File: config.mk
export PLATFORM = sky130hd
export DESIGN_NAME = adc_capture
export DESIGN_NICKNAME = d
export VERILOG_FILES = /design/src/rtl/adc_cap_pkg.sv /design/src/rtl/adc_gain_ctrl.sv /design/src/rtl/adc_settle_fsm.sv /design/src/rtl/adc_ovr_stat.sv /design/src/rtl/adc_capture.sv
export SDC_FILE = /design/constraint.sdc
export NUM_CORES = 1
export LEC_CHECK = 0
export BUFFER_PORTS_ARGS = -buffer_cell sky130_fd_sc_hd__buf_2
export CAP_MARGIN = 5
export CORE_ASPECT_RATIO = 0.9
export CORE_MARGIN = 2
export CORE_UTILIZATION = 49
export CTS_CLUSTER_DIAMETER = 40
export DETAILED_ROUTE_END_ITERATION = 8
export HOLD_SLACK_MARGIN = 0.02
export PLACE_DENSITY = 0.77
export SLEW_MARGIN = 40
export SYNTH_ARGS = -nofsm -noshare
export SYNTH_HDL_FRONTEND = slang
export SYNTH_SLANG_ARGS = --single-unit
File: constraint.sdc
create_clock -name clk -period 2.6 [get_ports clk]
set_input_delay 0.13 -clock clk [delete_from_list [all_inputs] [get_ports clk]]
set_output_delay 0.13 -clock clk [all_outputs]
set_load 0.03 [all_outputs]
File: src/rtl/adc_cap_pkg.sv
package adc_cap_pkg;

    typedef enum logic [1:0] {
        ST_OFF    = 2'd0,
        ST_SETTLE = 2'd1,
        ST_LIVE   = 2'd2
    } cap_state_e;

endpackage

File: src/rtl/adc_gain_ctrl.sv
module adc_gain_ctrl #(
    parameter int GAIN_W = 3
) (
    input  logic              clk,
    input  logic              rst_n,
    input  logic              wr,
    input  logic [GAIN_W-1:0] wdata,
    input  logic              err_clr,
    output logic [GAIN_W-1:0] gain_code,
    output logic              illegal,
    output logic              changed
);
    localparam logic [GAIN_W-1:0] FORBIDDEN = {GAIN_W{1'b1}};

    logic bad_wr;

    always_comb begin
        bad_wr  = wr && (wdata == FORBIDDEN);
        changed = wr && (wdata != FORBIDDEN) && (wdata != gain_code);
    end

    always_ff @(posedge clk) begin
        if (!rst_n) begin
            gain_code <= '0;
            illegal   <= 1'b0;
        end else begin
            if (changed) gain_code <= wdata;
            if (bad_wr)       illegal <= 1'b1;
            else if (err_clr) illegal <= 1'b0;
        end
    end
endmodule

File: src/rtl/adc_settle_fsm.sv
module adc_settle_fsm
    import adc_cap_pkg::*;
#(
    parameter int BLANK = 6
) (
    input  logic clk,
    input  logic rst_n,
    input  logic out_en,
    input  logic gain_chg,
    output logic live_nxt
);
    localparam int CW = $clog2(BLANK + 1);
    localparam logic [CW-1:0] RELOAD = CW'(BLANK - 1);

    cap_state_e    st, st_nxt;
    logic [CW-1:0] cnt, cnt_nxt;

    // state register
    always_ff @(posedge clk) begin
        if (!rst_n) begin
            st  <= ST_OFF;
            cnt <= '0;
        end else begin
            st  <= st_nxt;
            cnt <= cnt_nxt;
        end
    end

    // next state
    always_comb begin
        st_nxt  = st;
        cnt_nxt = cnt;
        unique case (st)
            ST_OFF: begin
                if (out_en) begin
                    st_nxt  = ST_SETTLE;
                    cnt_nxt = RELOAD;
                end
            end
            ST_SETTLE: begin
                if (!out_en) begin
                    st_nxt = ST_OFF;
                end else if (gain_chg) begin
                    cnt_nxt = RELOAD;
                end else if (cnt == '0) begin
                    st_nxt = ST_LIVE;
                end else begin
                    cnt_nxt = cnt - 1'b1;
                end
            end
            ST_LIVE: begin
                if (!out_en) begin
                    st_nxt = ST_OFF;
                end else if (gain_chg) begin
                    st_nxt  = ST_SETTLE;
                    cnt_nxt = RELOAD;
                end
            end
            default: st_nxt = ST_OFF;
        endcase
    end

    // outputs
    always_comb begin
        live_nxt = (st_nxt == ST_LIVE);
    end
endmodule

File: src/rtl/adc_ovr_stat.sv
module adc_ovr_stat #(
    parameter int CNT_W = 32
) (
    input  logic             clk,
    input  logic             rst_n,
    input  logic             take,
    input  logic             calc_ovr,
    input  logic             pin_ovr,
    input  logic             err_clr,
    output logic [CNT_W-1:0] count,
    output logic             mismatch
);
    localparam logic [CNT_W-1:0] SAT = {CNT_W{1'b1}};

    always_ff @(posedge clk) begin
        if (!rst_n) begin
            count    <= '0;
            mismatch <= 1'b0;
        end else begin
            if (take && calc_ovr && (count != SAT)) count <= count + 1'b1;
            if (take && (calc_ovr != pin_ovr)) mismatch <= 1'b1;
            else if (err_clr)                  mismatch <= 1'b0;
        end
    end
endmodule

File: src/rtl/adc_capture.sv
module adc_capture #(
    parameter int                 DATA_W  = 16,
    parameter int                 GAIN_W  = 3,
    parameter int                 CNT_W   = 32,
    parameter int                 BLANK   = 6,
    parameter logic [DATA_W-1:0]  CLIP_HI = 16'hFC00,
    parameter logic [DATA_W-1:0]  CLIP_LO = 16'h03FF
) (
    input  logic              clk,
    input  logic              rst_n,
    input  logic [DATA_W-1:0] adc_data,
    input  logic              adc_ovr_pin,
    input  logic              out_en,
    input  logic              gain_wr,
    input  logic [GAIN_W-1:0] gain_wdata,
    input  logic              err_clr,
    output logic [GAIN_W-1:0] gain_code,
    output logic              smp_valid,
    output logic [DATA_W-1:0] smp_offs,
    output logic [DATA_W-1:0] smp_tc,
    output logic              smp_ovr,
    output logic [CNT_W-1:0]  ovr_count,
    output logic              ovr_mismatch,
    output logic              illegal_gain
);
    localparam int MSB = DATA_W - 1;
    localparam logic [DATA_W-1:0] MID = {1'b1, {(DATA_W-1){1'b0}}};

    logic gain_chg;
    logic live_nxt;
    logic clip_now;

    adc_gain_ctrl #(.GAIN_W(GAIN_W)) u_gain (
        .clk       (clk),
        .rst_n     (rst_n),
        .wr        (gain_wr),
        .wdata     (gain_wdata),
        .err_clr   (err_clr),
        .gain_code (gain_code),
        .illegal   (illegal_gain),
        .changed   (gain_chg)
    );

    adc_settle_fsm #(.BLANK(BLANK)) u_fsm (
        .clk      (clk),
        .rst_n    (rst_n),
        .out_en   (out_en),
        .gain_chg (gain_chg),
        .live_nxt (live_nxt)
    );

    always_comb begin
        clip_now = (adc_data >= CLIP_HI) || (adc_data <= CLIP_LO);
    end

    adc_ovr_stat #(.CNT_W(CNT_W)) u_stat (
        .clk      (clk),
        .rst_n    (rst_n),
        .take     (live_nxt),
        .calc_ovr (clip_now),
        .pin_ovr  (adc_ovr_pin),
        .err_clr  (err_clr),
        .count    (ovr_count),
        .mismatch (ovr_mismatch)
    );

    always_ff @(posedge clk) begin
        if (!rst_n) begin
            smp_valid <= 1'b0;
            smp_offs  <= MID;
            smp_tc    <= '0;
            smp_ovr   <= 1'b0;
        end else begin
            smp_valid <= live_nxt;
            smp_offs  <= adc_data;
            smp_tc    <= {~adc_data[MSB], adc_data[MSB-1:0]};
            smp_ovr   <= clip_now;
        end
    end
endmodule

==> Word level (Yosys, flattened, before mapping) <==
Cells that the tools add are included.
{ "word_totals": {"regBits": 76, "latch_bits": 0, "mem_bits_rw": 0, "romBits": 0, "memories": 0} }
{ "classes": {"add_sub_neg": 2, "multipliers": 0, "div": 0, "n_lt_le_gt_ge": 2, "n_eq_ne": 13, "shifts": 0, "mux": 17, "bitwise": 1, "n_reduce_logical": 13} }
{ "op_table": {"columns": ["operator", "n"], "rows": [
  ["adder 32 x 1 -> 32 bit (second input constant)", 1],
  ["!= test 32 bit (second input constant)", 1],
  ["two-way mux 3 bit", 6],
  ["greater-or-equal comparator 16 bit (second input constant)", 1],
  ["less-or-equal comparator 16 x 10 -> 1 bit (second input constant)", 1],
  ["two-way mux 2 bit", 6],
  ["one-hot mux 3 bit (3 select lines)", 1],
  ["!= test 2 bit (second input constant)", 4],
  ["logical AND 1 bit", 6],
  ["!= test 3 bit (second input constant)", 2],
  ["one-hot mux 2 bit (3 select lines)", 1],
  ["AND reduction 6 bit", 1],
  ["== test 2 bit (second input constant)", 2],
  ["nonzero test 2 bit", 2],
  ["== test 3 bit (second input constant)", 1],
  ["zero test 3 bit", 1],
  ["two-way mux 1 bit", 3],
  ["!= test 3 bit", 1],
  ["nonzero test 3 bit", 1],
  ["subtractor 3 x 1 -> 3 bit (second input constant)", 1],
  ["== test 2 x 1 -> 1 bit (second input constant)", 1],
  ["zero test 2 bit", 1],
  ["logical OR 1 bit", 1],
  ["!= test 1 bit", 1],
  ["inverter 1 bit", 1]
]} }

==> Depth between registers and ports, before layout <==
Gate-level depths: netlist (run 1).
{ "logic_depth": {"ltp_word": 9, "mapped_depth": 9} }

==> Modules after synthesis <==
A second synthesis (run 1) with hierarchy kept.
{ "unflattened": {"hier_cells": 328, "hier_area_um2": 2971.6} }
{ "modules_own_cells": {"columns": ["module", "instances", "cells_per_inst", "area_each_um2", "seq_area_each_um2"], "rows": [
  ["adc_ovr_stat", 1, 219, 1804.2, 660.6],
  ["adc_capture", 1, 61, 666.9, 380.4],
  ["adc_settle_fsm", 1, 29, 299.0, 100.1],
  ["adc_gain_ctrl", 1, 19, 201.4, 80.1]
]} }

==> Worst setup path before layout (run 1) <==
OpenSTA, ideal clock, no wires.
{ "synth_timing": {"path_kind": "register to register", "startpoint": "reg u_gain.gain_code[0]", "endpoint": "reg u_stat.count[10]", "setup_ns": 0.128, "t_arrival_ns": 2.133, "required_time_ns": 2.472, "path_slack_ns": 0.340, "stages_incl_launch_ff": 7, "n_path_buf": 0, "period_less_slack_ns": 2.260, "path_cell_list": "dfxtp_1 xor2_1 o311a_1 or3_1 or4b_1 xor2_1 nor2_1"} }
{ "synth_via": {"elab_chain_cells": 8, "word_cells_on_any_way": 10} }
{ "synth_lines": {"columns": ["element", "line_no", "source"], "rows": [
  ["from (decl)", "adc_gain_ctrl.sv:9", "output logic [GAIN_W-1:0] gain_code,"],
  ["from (signal assigned)", "adc_gain_ctrl.sv:27", "if (changed) gain_code <= wdata;"],
  ["!= test 3 bit (*)", "adc_gain_ctrl.sv:19", "changed = wr && (wdata != FORBIDDEN) && (wdata != gain_code);"],
  ["logical AND 1 bit (*)", "adc_gain_ctrl.sv:19", null],
  ["two-way mux 2 bit, on equally long branches", "adc_settle_fsm.sv:54, adc_settle_fsm.sv:43", null],
  ["two-way mux 2 bit, on equally long branches", "adc_settle_fsm.sv:52, adc_settle_fsm.sv:41", null],
  ["one-hot mux 2 bit (3 select lines) (*)", "adc_settle_fsm.sv:33", "unique case (st)"],
  ["== test 2 bit (*)", "adc_settle_fsm.sv:65", "live_nxt = (st_nxt == ST_LIVE);"],
  ["logical AND 1 bit (*) (2 in series)", "adc_ovr_stat.sv:20", "if (take && calc_ovr && (count != SAT)) count <= count + 1'b1;"],
  ["to (signal assigned)", "adc_ovr_stat.sv:20", null],
  ["to (decl)", "adc_ovr_stat.sv:10", "output logic [CNT_W-1:0] count,"]
]} }
Every way passes the cells marked *; elsewhere a longest branch is shown, timed or not.
A chain may end at the register's enable or synchronous reset.

==> Worst setup path in the final report (run 1) <==
{ "layout_timing": {"startpoint": "in adc_data[15]", "endpoint": "reg u_stat.count[10]"} }
{ "layout_via": {"elab_chain_cells": 4, "word_cells_on_any_way": 5} }
{ "layout_lines": {"columns": ["element", "line_no", "source"], "rows": [
  ["from (decl)", "adc_capture.sv:11", "input logic [DATA_W-1:0] adc_data,"],
  ["greater-or-equal comparator 16 bit / less-or-equal comparator 16 x 10 -> 1 bit (equally long branches)", "adc_capture.sv:53", "clip_now = (adc_data >= CLIP_HI) || (adc_data <= CLIP_LO);"],
  ["logical OR 1 bit (*)", "adc_capture.sv:53", null],
  ["logical AND 1 bit (*) (2 in series)", "adc_ovr_stat.sv:20", null]
]} }
Marks and branches as above.

==> results of run 1 <==
[worst paths after layout]
path	start	endpoint	cells past startpoint
worst max-delay path	adc_data[15]	u_stat.count[10]$_SDFFE_PN0P_	8
worst min-delay path	adc_data[13]	smp_offs[13]$_SDFF_PN0_	2
worst max register to register	u_fsm.cnt[0]$_SDFFE_PN0P_	u_stat.count[10]$_SDFFE_PN0P_	8
worst min register to register	u_gain.illegal$_SDFFE_PN0P_	u_gain.illegal$_SDFFE_PN0P_	2
[metal layers]
layer  vias up  track usage (%)  wire length, um
met4         0             9.65              148
met1      1166             24.9             2740
met2        92             35.7             3050
met3        16             8.27              472
met5         -                0                0
li1       1274                -                -
[registers in the layout, indices dropped and copies added, names as in the netlist]
signal	count
u_gain.gain_code	3
u_gain.illegal	1
u_stat.count	32
u_fsm.cnt	3
u_stat.mismatch	1
smp_valid	1
u_fsm.st	2
smp_offs	16
smp_tc	1
smp_ovr	1
[per-stage QoR]
stage | utilization, % | cells | hold WS [ns]
2_1_floorplan | - | 310 | 0.214
3_3_place_gp | 60.0 | 454 | 0.330
3_5_place_dp | 60.0 | 454 | 0.332
4_1_cts | 66.9 | 484 | 0.0229
5_1_grt | 67.1 | 484 | 0.0278
6_report | 67.1 | 484 | 0.0365
[worst max-delay path: stages]
cell and delay [ns]:
dlygate4sd3_1 0.54, buf_2 0.14, nor4_1 0.26, a2bb2oi_1 0.23, or3_1 0.47, or4b_1 0.55
xor2_1 0.14, nor2_1 0.05
[logic make-up (layout without fill, tap and decap cells)]
| family | count (synthesis) | count (layout) | share of synthesized area [%] |
|---|---|---|---|
| simple gates | 160 | 160 | 31.5 |
| flops | 61 | 61 | 44.6 |
| buf+inv | 31 | 138 | 6.31 |
| mux | 2 | 2 | 0.732 |
| compound gates | 25 | 25 | 6.45 |
| fa+ha+maj | 3 | 3 | 1.37 |
| xor+xnor | 28 | 28 | 8.97 |
[cell usage in the layout (no fill, tap or decap), drive strengths merged, types with 10 or more instances in the layout]
master       netlist  layout
and3              10      10
clkbuf             8      10
buf               16     101
xor2              14      14
dlygate4sd3        0      14
nor2              35      35
and2              20      20
nor3              12      12
dfxtp             61      61
nand3             19      19
xnor2             14      14
nand4             14      14
nand2             23      23
[power breakdown]
group          switching (mW)  leakage, nW  internal (mW)  total, mW
registers              0.0117        0.498          0.957      0.969
logic                   0.126        0.988         0.0734      0.199
clock network           0.369        0.112          0.563      0.932
[timing repair]
| action | in CTS | in global routing |
|---|---|---|
| resized for setup | 0 | 0 |
| hold buffers | 14 | 0 |
| setup buffers | 0 | 0 |
| endpoints found under the hold margin | 15 | 0 |
[area by class of cell]
cell class | instances | share of cell area, %
repair buffers | 115 | 18.5
inverters | 7 | 0.737
multi-input cells | 218 | 37.9
clock inverters | 6 | 2.42
clock buffers | 10 | 3.86
well taps | 67 | 2.35
flip-flops and latches | 61 | 34.2
==> flow_metrics.tcl, run 1 <==
set metrics [dict create \
    clk_pin_slew_ns 0.07 \
    syn2layout_area_growth_pct 30.4 \
    ant_nets 0 \
    synth_area_leaders "dfxtp_1 45%, nor2_1 4.8%, and2_1 4.6%, xnor2_1 4.5%, xor2_1 4.5%" \
    fin_crit_sh_pct 87.8 \
    critPathMaxFanout 5 \
    power_density_nw_per_um2 589 \
    stdcell_area_um2 3570 \
    setup_viol_count_final 0 \
    rsz0062_at_grt "false" \
    synth_seq_area_share_pct 44.6 \
    rows 25 \
    synth_edf_count 0 \
    fin_skew_ns 0.00592 \
    grt_pass1_vias 2252 \
    route.vias.total 2548 \
    grt_overflow 0 \
    wire_per_inst_um 13.2 \
    finalSetupTns_ns 0 \
    cp_data_required_time_ns 2.83 \
    grtUsageTotal_pct 21.6 \
    netlist_area_um2 2740 \
    wl_um 6400 \
    status "finished clean" \
    ys_top_cells_by_count "61 x dfxtp_1, 35 x nor2_1, 23 x nand2_1" \
    clock.fmax_mhz 438 \
    cts_tree "done" \
    chipWidth_um 82.8 \
    regArea_um2 1220 \
    placed_area_um2 3190 \
    place_ws_ns 0.242 \
    clock-sinks 61 \
    die_h_um 74.9 \
    diodes 0 \
    worst_slew_pin_slew_ns 0.687 \
    die-area_um2 6200 \
    clock_latency_ns 0.34 \
    synth_most_common_cell "dfxtp_1" \
    antenna_found_initial 0 \
    leakage_nw 1.60 \
    max_cap_viol_count 0 \
    place_hpwl_um 4450 \
    fillers 448 \
    cts_root_buf "clkbuf_8" \
    hold_viol_final 0 \
    reg2reg_setup_slack_ns 0.32 \
    slew_violations 0 \
    ys_warn_count 0 \
    avgSynthCellArea_um2 8.82 \
    first_iter_violations 106 \
    pin_count 96 \
    start_util_pct 51.4 \
    first_pass_iters 4 \
    endpoint_kind "register" \
    drive_gt1_share_pct 28.8 \
    synth_flop_cell "dfxtp_1" \
    max-vdd-ir-drop_mv 0.432 \
    multiInputGateArea_um2 1350 \
    worst_ep_arrival_time_ns 2.51 \
    syn_inst 310 \
    cts-htree-levels 3 \
    fin_ws_ns 0.318 \
    critical_path_class "in -> reg" \
    viasPerCell 5.26 \
    layout_min_cycle_time_ns 2.28 \
    ys_types 41 \
    port-buffer-count 95 \
    ys_ff_latch 61 \
    syn-num-nets 338 \
    async_flop_share_pct 0 \
    gp_congestion 0.812 \
    grt_max_degree 29 \
    cts_buffers 9 \
    clockBufferDepth 2 \
    grt_pass1_wl_um 9960 \
    max_slew_margin_pct 53.6 \
    hp-class "in -> reg" \
    synth_top_area_share_pct 44.6 \
    nets 440 \
    yosys.area.top_type "dfxtp_1" \
    cp-start-kind "primary input" \
    p_total_mw 2.10 \
    drc 0 \
    coreArea_um2 5320 \
]
Note: power is estimated with default switching activity, not from simulation.
==> inputs of run 2 (changes only) <==
Settings changed: PLACE_DENSITY 0.77 to 0.88.
==> run 2 against run 1 <==
Net effect:
- hold slack improved by 0.0082 ns
- register-to-register slack improved by 0.02 ns
- via count rose by 1.3%
- total power fell by 4.7%
- sequential power barely moved
- critical path type unchanged
- largest power group unchanged
- highest routed layer unchanged
==> flow_metrics.tcl, run 2 (synthesis gave the netlist of run 1 again) <==
set metrics [dict create \
    status "finished clean" \
    critical_path_class "in -> reg" \
    stdcell_area_um2 3550 \
    largest_reg_flops 32 \
    fin_crit_sh_pct 90.1 \
    crit_buf_inv 2 \
    layout_common_cells "95 x buf_2, 61 x dfxtp_1, 35 x nor2_1" \
    worst_slew_pin_slew_ns 0.758 \
    cp_slowest_cell "or4b_1" \
    cts-htree-levels 3 \
    cp-start-kind "primary input" \
    fin_skew_ns 0.00929 \
    grt_pass1_vias 2392 \
    wl_um 6770 \
    cp_slowest_stage_delay_ns 0.55 \
    pin_count 96 \
    crit_family "simple AND/OR/NAND/NOR gates" \
    chipWidth_um 82.8 \
    cts_buffers 9 \
    diodes 0 \
    top_regs "u_stat.count: 32 flops, smp_offs: 16 flops" \
    antenna_found_initial 0 \
    cts_resized 0 \
    clk_pin_slew_ns 0.07 \
    placedCellCount 455 \
    max_slew_margin_pct 48.8 \
    final_common_cell "buf_2" \
    grt_overflow 0 \
    first_iter_violations 127 \
    clock.fmax_mhz 427 \
    wire_per_inst_um 13.9 \
    grtUsageTotal_pct 22.6 \
    place_hpwl_um 4600 \
    cts_root_buf "clkbuf_8" \
    first_pass_iters 4 \
    port-buffer-count 95 \
    endpoint_kind "register" \
    clock-sinks 61 \
    max-vdd-ir-drop_mv 0.384 \
    nets 442 \
    slew_violations 0 \
    hp-class "in -> reg" \
    regMostFlops "u_stat.count" \
    cp_cell_sequence "dlygate4sd3_1 > buf_2 > nor4_1 > a2bb2oi_1 > or3_1 > or4b_1 > xor2_1 > nor2_1" \
    place_ws_ns 0.363 \
    critPathMaxFanout 5 \
    gp_congestion 0.828 \
    fillers 450 \
    grt_max_degree 29 \
    power_density_nw_per_um2 564 \
    cp_data_required_time_ns 2.83 \
    placed_area_um2 3200 \
    finalSetupTns_ns 0 \
    route.vias.total 2581 \
    max_cap_viol_count 0 \
    die_h_um 74.9 \
    coreArea_um2 5320 \
    rows 25 \
    drc 0 \
    worst_ep_arrival_time_ns 2.57 \
    layout_min_cycle_time_ns 2.34 \
    setup_viol_count_final 0 \
    fin_ws_ns 0.257 \
    rsz0062_at_grt "false" \
    start_util_pct 51.4 \
    ant_nets 0 \
    cts_tree "done" \
    grt_pass1_wl_um 10700 \
    leakage_nw 1.58 \
    syn2layout_area_growth_pct 29.8 \
    viasPerCell 5.31 \
    hold_viol_final 0 \
    drive_gt1_share_pct 28.9 \
    clock_latency_ns 0.34 \
    clockBufferDepth 2 \
    die-area_um2 6200 \
    fin_cells 486 \
    post-route-util_pct 66.8 \
    reg2reg_setup_slack_ns 0.34 \
]
[run 2: per-stage QoR]
stage	hold WS [ns]	power, mW
6_report	0.0446	2.00
5_1_grt	0.0436	2.08
4_1_cts	0.0272	2.03
3_5_place_dp	0.334	1.17
3_3_place_gp	0.329	1.17
2_1_floorplan	0.214	1.12
[run 2: routing by layer]
layer / global-route usage (%) / vias to the layer above / routed length [um]
li1: - / 1277 / -
met1: 25.2 / 1200 / 2860
met2: 41.1 / 100 / 3390
met3: 7.31 / 4 / 471
met4: 6.56 / 0 / 39
met5: 0 / - / 0
[run 2: what timing repair did]
item	CTS	global route
hold buffers	15	0
endpoints found under the setup margin	0	0
endpoints found under the hold margin	16	0
setup buffers	0	0
[run 2: cell type report]
cell class	instances	area, um^2	area share [%]
inverter	7	26.3	0.740
timing repair buffer	117	678	19.1
tap	67	83.8	2.36
sequential	61	1220	34.4
clock buffer	9	124	3.49
clock inverter	7	76.3	2.15
multi-input combinational	218	1340	37.8
[run 2: where the power goes]
part           switching (mW)  internal, mW
clock                   0.385         0.444
sequential             0.0135         0.957
combinational           0.128        0.0739
total                   0.526          1.47
[run 2: path summary, 6_finish.rpt]
path / from / to / cells after the start
hold / removal: adc_data[13] / smp_offs[13]$_SDFF_PN0_ / 2
setup reg to reg: u_fsm.cnt[0]$_SDFFE_PN0P_ / u_stat.count[10]$_SDFFE_PN0P_ / 8
hold reg to reg: u_gain.illegal$_SDFFE_PN0P_ / u_gain.illegal$_SDFFE_PN0P_ / 2
setup / recovery: adc_data[15] / u_stat.count[10]$_SDFFE_PN0P_ / 8
==> inputs of run 3 (changes only) <==
==> constraint.sdc (replaced) <==
create_clock -name clk -period 2.6 [get_ports clk]
set_input_delay 0.52 -clock clk [delete_from_list [all_inputs] [get_ports clk]]
set_output_delay 0.52 -clock clk [all_outputs]
set_load 0.03 [all_outputs]
==> run 3 against run 2 <==
Net effect:
- clock power barely moved
- first-iteration DRC count rose by 69%
- critical path depth did not move
- sequential power barely moved
- count of clock-buffer cells in the layout did not move
- setup slack improved by 0.064 ns
- hold slack improved by 0.33 ns
- via count rose by 0.93%
- routed wire length fell by 4.6%
- register-to-register slack got worse by 0.02 ns
- global-route usage fell by 1.2 points
- critical path type is now reg -> reg
- critical endpoint unchanged
==> flow_metrics.tcl, run 3 (synthesis gave the netlist of run 1 again) <==
set metrics [dict create \
    route.vias.total 2605 \
    critical_path_class "reg -> reg" \
    viasPerCell 5.50 \
    rows 25 \
    multiInputGateArea_um2 1340 \
    die-area_um2 6200 \
    finalSetupTns_ns 0 \
    critPathMaxFanout 3 \
    fin_crit_sh_pct 87.7 \
    first_iter_violations 215 \
    grtUsageMet3_pct 7.79 \
    worst_ep_arrival_time_ns 2.50 \
    first_pass_iters 4 \
    wl_um 6460 \
    regMostFlops "u_stat.count" \
    rsz0062_at_grt "false" \
    chipWidth_um 82.8 \
    cp_slowest_cell "or4b_1" \
    diodes 0 \
    hold_viol_final 0 \
    hp-class "in -> reg" \
    cp_data_required_time_ns 2.82 \
    setup_viol_count_final 0 \
    drive_gt1_share_pct 30.5 \
    syn2layout_area_growth_pct 25.1 \
    place_hpwl_um 4610 \
    wire_per_inst_um 13.6 \
    cts_root_buf "clkbuf_8" \
    gp_congestion 0.805 \
    crit_buf_inv 1 \
    place_ws_ns 0.0840 \
    whs_ns 0.375 \
    fillers 480 \
    fin_ws_ns 0.321 \
    layout_min_cycle_time_ns 2.28 \
    largest_reg_flops 32 \
    grt_max_degree 31 \
    leakage_nw 1.53 \
    max-vdd-ir-drop_mv 0.396 \
    endpoint_kind "register" \
    max_slew_margin_pct 64.2 \
    met2_usage_pct 35.6 \
    pin_count 96 \
    top_regs "u_stat.count: 32 flops, smp_offs: 16 flops" \
    start_util_pct 51.4 \
    grtUsageTotal_pct 21.4 \
    worst_slew_pin_slew_ns 0.534 \
    fin_skew_ns 0.00825 \
    cts_resized 0 \
    final_common_cell "buf_2" \
    die_h_um 74.9 \
    cp_slowest_stage_delay_ns 0.55 \
    grt_pass1_wl_um 10000 \
    cts_tree "done" \
    cts_setup_buffers 0 \
    drc 0 \
    cp_cell_sequence "inv_1 > ha_1 > and4bb_2 > o21ai_0 > or3_1 > or4b_1 > xor2_1 > nor2_1" \
    clockBufferDepth 2 \
    clock.fmax_mhz 439 \
    clk_pin_slew_ns 0.07 \
    slew_violations 0 \
    power_density_nw_per_um2 580 \
    status "finished clean" \
    antenna_found_initial 0 \
    cp-start-kind "register" \
    stdcell_area_um2 3420 \
    grt_overflow 0 \
    nets 430 \
    postCtsHoldBufs 0 \
    crit_family "simple AND/OR/NAND/NOR gates" \
    regArea_um2 1220 \
    port-buffer-count 95 \
    cts-htree-levels 3 \
    clock_latency_ns 0.34 \
    layout_common_cells "95 x buf_2, 61 x dfxtp_1, 35 x nor2_1" \
    p_total_mw 1.98 \
    placed_area_um2 3220 \
    top_usage_layer "met2" \
    coreArea_um2 5320 \
    max_cap_viol_count 0 \
    grt_pass1_vias 2197 \
    clock-sinks 61 \
    ant_nets 0 \
    grt_use_met1_pct 25.9 \
    cts_buffers 9 \
]
[run 3: changes by cell type in the layout (fill, tap and decap cells not counted)]
| cell | before | now |
|---|---|---|
| inv_6 | 0 | 1 |
| clkinv_4 | 3 | 1 |
| clkinvlp_4 | 2 | 3 |
| dlygate4sd3_1 | 15 | 0 |
| buf_4 | 7 | 10 |
[run 3: per-layer routing]
| metal | part of all wire [%] | vias to the layer above | wire [um] |
|---|---|---|---|
| met3 | 9.0 | 8 | 584 |
| met4 | 0.96 | 0 | 62 |
| met2 | 49 | 129 | 3200 |
| met5 | 0 | - | 0 |
| met1 | 40 | 1216 | 2620 |
| li1 | - | 1252 | - |
[run 3: path summary, 6_finish.rpt]
path | from | end | slack [ns] | depth (start not counted)
worst max-delay path | u_fsm.cnt[0]$_SDFFE_PN0P_ | u_stat.count[10]$_SDFFE_PN0P_ | 0.32 | 8
worst min-delay path | adc_data[7] | smp_offs[7]$_SDFF_PN0_ | 0.38 | 2
worst max register to register | u_fsm.cnt[0]$_SDFFE_PN0P_ | u_stat.count[10]$_SDFFE_PN0P_ | 0.32 | 8
worst min register to register | u_fsm.cnt[0]$_SDFFE_PN0P_ | u_fsm.cnt[0]$_SDFFE_PN0P_ | 0.47 | 1
[run 3: area by class of cell]
cell class / count / share of cell area (%)
clock buffer: 9 / 3.62
sequential: 61 / 35.7
multi-input combinational: 218 / 39.2
timing repair buffer: 105 / 16.1
inverter: 7 / 0.768
clock inverter: 7 / 2.19
tap: 67 / 2.45
[run 3: report_power, final]
group	total (mW)	internal (mW)	leakage, nW	switching, mW
logic	0.184	0.0606	0.942	0.123
registers	0.968	0.957	0.498	0.0119
clock network	0.831	0.445	0.0918	0.387
total	1.98	1.46	1.53	0.522
[run 3: stage by stage]
stage	utilization, %	instances
CTS	64.4	474
global route	64.4	474
finish	64.4	474
detailed placement	60.6	458
global placement	60.6	458
floorplan	-	310
